[src/rtl/cpu_cmd_dispatch.sv]
module cpu_cmd_dispatch #(
  parameter int          NCPU    = 8,
  parameter int          WORD_W  = 64,
  parameter logic [5:0]  POR_VEC = 6'h01
) (
  input  logic              clk,
  input  logic              rst_n,
  input  logic              wr_en,
  input  logic [WORD_W-1:0] wr_data,
  output logic [NCPU-1:0]   int_stb,
  output logic [5:0]        int_vec,
  output logic [NCPU-1:0]   rst_stb,
  output logic [NCPU-1:0]   halt_stb,
  output logic [NCPU-1:0]   resume_stb,
  output logic [NCPU-1:0]   run_state,
  output logic              cmd_err
);
  localparam int CPU_W = 5;
  localparam logic [NCPU-1:0] RUN_INIT = NCPU'(1);

  logic [1:0]       cmd_kind;
  logic [CPU_W-1:0] tgt;
  logic [5:0]       vec;
  logic             in_range, go, por_ok;
  logic [NCPU-1:0]  sel;

  assign cmd_kind = wr_data[17:16];
  assign tgt      = wr_data[12:8];
  assign vec      = wr_data[5:0];
  assign in_range = 32'(tgt) < NCPU;
  assign go       = wr_en && in_range;
  assign por_ok   = vec == POR_VEC;

  for (genvar i = 0; i < NCPU; i++) begin : g_sel
    assign sel[i] = go && (tgt == CPU_W'(i));
  end

  logic [NCPU-1:0] int_n, rst_n_stb, halt_n, res_n;
  assign int_n     = (cmd_kind == 2'd0) ? sel : '0;
  assign rst_n_stb = (cmd_kind == 2'd1 && por_ok) ? sel : '0;
  assign halt_n    = (cmd_kind == 2'd2) ? sel : '0;
  assign res_n     = (cmd_kind == 2'd3) ? sel : '0;

  always_ff @(posedge clk) begin
    if (!rst_n) begin
      int_stb    <= '0;
      int_vec    <= '0;
      rst_stb    <= '0;
      halt_stb   <= '0;
      resume_stb <= '0;
      run_state  <= RUN_INIT;
      cmd_err    <= 1'b0;
    end else begin
      int_stb    <= int_n;
      int_vec    <= (go && cmd_kind == 2'd0) ? vec : 6'd0;
      rst_stb    <= rst_n_stb;
      halt_stb   <= halt_n;
      resume_stb <= res_n;
      run_state  <= (run_state & ~halt_n) | rst_n_stb | res_n;
      if (go && cmd_kind == 2'd1 && !por_ok)
        cmd_err <= 1'b1;
    end
  end
endmodule


[config.mk]
export PLATFORM = sky130hd
export DESIGN_NAME = cpu_cmd_dispatch
export DESIGN_NICKNAME = d
export VERILOG_FILES = /design/src/rtl/cpu_cmd_dispatch.sv
export SDC_FILE = /design/constraint.sdc
export NUM_CORES = 1
export LEC_CHECK = 0
export BUFFER_PORTS_ARGS = -buffer_cell sky130_fd_sc_hd__buf_2
export CAP_MARGIN = 5
export CORE_MARGIN = 2
export CORE_UTILIZATION = 42
export DETAILED_ROUTE_END_ITERATION = 16
export GPL_ROUTABILITY_DRIVEN = 0
export PLACE_DENSITY_LB_ADDON = 0.3
export SLEW_MARGIN = 20
export SYNTH_ARGS = -nofsm -noshare
export SYNTH_HDL_FRONTEND = slang
export SYNTH_SLANG_ARGS = --single-unit
[constraint.sdc]
create_clock -name clk -period 2.4 [get_ports clk]
set_input_delay 0.36 -clock clk [delete_from_list [all_inputs] [get_ports clk]]
set_output_delay 0.36 -clock clk [all_outputs]
set_load 0.01 [all_outputs]
==> impl_metrics.json <==
{
  "criticalPathCategory": "primary input to flop",
  "drtAntennaViolNets": 0,
  "hold_violations": 0,
  "ys_types": 24,
  "place_ws_ns": 0.819,
  "cp_slowest_stage_delay_ns": 0.45,
  "synth_common_cells": "dfxtp_1, nor2_1, nand2_1, a41o_1, a31oi_1",
  "nets": 276,
  "utilization": 0.574,
  "period_needed_ns": 1.21,
  "start_util": 0.442,
  "synth_top_family_by_area": "simple AND/OR/NAND/NOR gates",
  "synth_edf_count": 0,
  "grtUsageTotal": 0.161,
  "tritoncts": "yes",
  "skew_ns": 0,
  "reg2reg_slack_ns": 1.67,
  "fmax_mhz": 827,
  "dieArea_um2": 4060,
  "synth_xor_area_frac": 0,
  "grt_pass1_wl_mm": 5.00,
  "clkSlewWorstSetupHoldPaths_ns": 0.13,
  "outcome": "finished clean",
  "ys_seq_area_frac": 0.628,
  "drc": 0,
  "cts_buffers": 5,
  "critPathArrivalTime_ns": 1.50,
  "drt_iter0_markers": 76,
  "tightest_slew_ns": 0.439,
  "hp-class": "primary input to flop",
  "peakVddDrop_v": 0.000305,
  "area_growth_pct": 30.0,
  "yosys.area.top_type_share": 0.628,
  "dp_hpwl_mm": 2.20,
  "synth.yosys.warnings": 0,
  "cts_sinks": 47,
  "setup-tns-final_ns": 0,
  "grt-ovfl-total": 0,
  "drive_above_1_share": 0.357,
  "cellLeakagePower_nw": 0.982,
  "synthSimpleGateAreaFrac": 0.236,
  "synth_ff_type": "dfxtp_1",
  "htree_levels": 2,
  "yosysTopAreaCell": "dfxtp_1",
  "grt_pass1_vias": 1087,
  "die_w_um": 63.7,
  "synth_seq_cells": 47,
  "clk_latency_ns": 0.35,
  "cts_hold_buf": 0,
  "hp-start": "wr_data[0]",
  "startpoint_type": "primary input",
  "ioPinCount": 114,
  "synthAdderAreaFrac": 0,
  "async_flop_share": 0,
  "worstPathCellList": "buf_2 -> nor4b_2 -> nand3_1 -> nor2_1",
  "hold_depth": 2,
  "grt_max_degree": 22,
  "cts.path.max_buffers": 2,
  "cts_resized": 0,
  "relSlewSlack": 0.707,
  "syn_area_per_cell_um2": 10.3,
  "routed_via_density": 4.70,
  "drt-wirelength-per-cell_um": 11.7,
  "worst-path-buf-inv": 1,
  "finalWirelength_mm": 3.00,
  "core.rowCount": 21,
  "placed_area_um2": 1850,
  "root_buffer": "clkbuf_4",
  "crit_family": "simple AND/OR/NAND/NOR gates",
  "crit_slowest_cell": "nor4b_2",
  "critPathCaptureType": "flop",
  "postCtsSetupBuffers": 0,
  "synth_compound_area_frac": 0.108,
  "powerDensity_nw_per_um2": 724,
  "vias": 1204,
  "rr_startpoint": "run_state[1]",
  "synth_area_um2": 1500,
  "die_h_um": 63.7,
  "grt_antenna_before_repair": 0,
  "fin_area_um2": 1950,
  "crit_fanout": 8,
  "reg2reg_to": "run_state[1]",
  "drtPass1Iterations": 4,
  "antenna_cells": 0,
  "ff2ff_path_depth": 3,
  "layout_setup_ws_ns": 1.19,
  "setup_viol": 0,
  "port_buffers": 62,
  "slew_violations": 0,
  "synthMuxAreaShare": 0,
  "syn-num-nets": 213,
  "crit_required_ns": 2.69,
  "max-cap-violations": 0,
  "synth_cells": 146,
  "post-route-period-util": 0.504,
  "netlist_top_cells_area": "dfxtp_1, nor2_1, a41o_1",
  "rsz0062_at_grt": "false",
  "yosys.cell_count.top_type": "dfxtp_1",
  "coreArea_um2": 3390,
  "min_to": "int_vec[0]"
}
==> sequential cells by signal, indices dropped and copies added (netlist names) <==
signal      count
halt_stb        8
int_stb         8
resume_stb      8
rst_stb         8
run_state       8
int_vec         6
cmd_err         1
==> cell usage in the layout, fill, tap and decap left out <==
cell,netlist,final
buf_2,4,62
dfxtp_1,47,47
nor2_1,33,33
nand2_1,15,15
a41o_1,8,8
a31oi_1,7,7
and2_1,6,6
clkbuf_4,0,5
and3b_1,3,3
nand3_1,3,3
inv_1,2,2
nor3b_1,2,2
bufinv_16,0,2
buf_4,0,2
nor3_1,1,1
nand3b_1,1,1
nor3b_2,1,1
or4b_4,1,1
nor3b_4,1,1
and3_1,1,1
nor4b_2,1,1
a22o_1,1,1
a21oi_1,1,1
o311ai_1,1,1
a211oi_1,1,1
o21a_1,1,1
clkbuf_1,4,1
==> per-stage QoR <==
step | total power, mW | hold WS, ns | instances
floorplan | 0.835 | 0.482 | 146
global placement | 0.862 | 0.454 | 248
detailed placement | 0.863 | 0.458 | 248
CTS | 1.42 | 0.194 | 256
global route | 1.46 | 0.191 | 256
finish | 1.41 | 0.206 | 256
==> per-layer routing <==
layer  wire (um)  up-vias  part of all wire  global-route usage
met5           0        -                 0                   0
met4          29        0            0.0097              0.0489
met3         180        5             0.060              0.0500
met2        1410       40              0.47               0.262
met1        1380      533              0.46               0.204
li1            -      626                 -                   -
==> cells by family after synthesis <==
logic type             Yosys count
AOI/OAI and AO/OA               20
buffers and inverters           10
DFF                             47
and+or+nand+nor                 69
==> how the worst max path moves through the flow <==
stage	startpoint	endpoint	slack (ns)	cells past startpoint
CTS	run_state[4]	run_state[4]	1.18	1
global route	wr_data[1]	rst_stb[5]	1.07	4
global placement	wr_data[17]	int_vec[2]	0.83	4
detailed placement	wr_data[1]	rst_stb[3]	0.82	4
floorplan	wr_data[12]	int_vec[0]	1.07	3
finish	wr_data[1]	rst_stb[3]	1.19	4
==> area by class of cell <==
type | count | area [um^2]
well taps | 46 | 57.6
multi-input cells | 89 | 514
clock buffers | 6 | 41.3
repair buffers | 64 | 325
fillers | 312 | 1440
clock inverters | 2 | 60.1
inverters | 2 | 7.51
flip-flops and latches | 47 | 941
==> power by group <==
group | switching, mW | internal, mW | total, mW
registers | 0.000744 | 0.782 | 0.783
logic | 0.0397 | 0.0226 | 0.0623
clock network | 0.239 | 0.325 | 0.564
total | 0.279 | 1.13 | 1.41
Power figures use the tool's default switching activity.
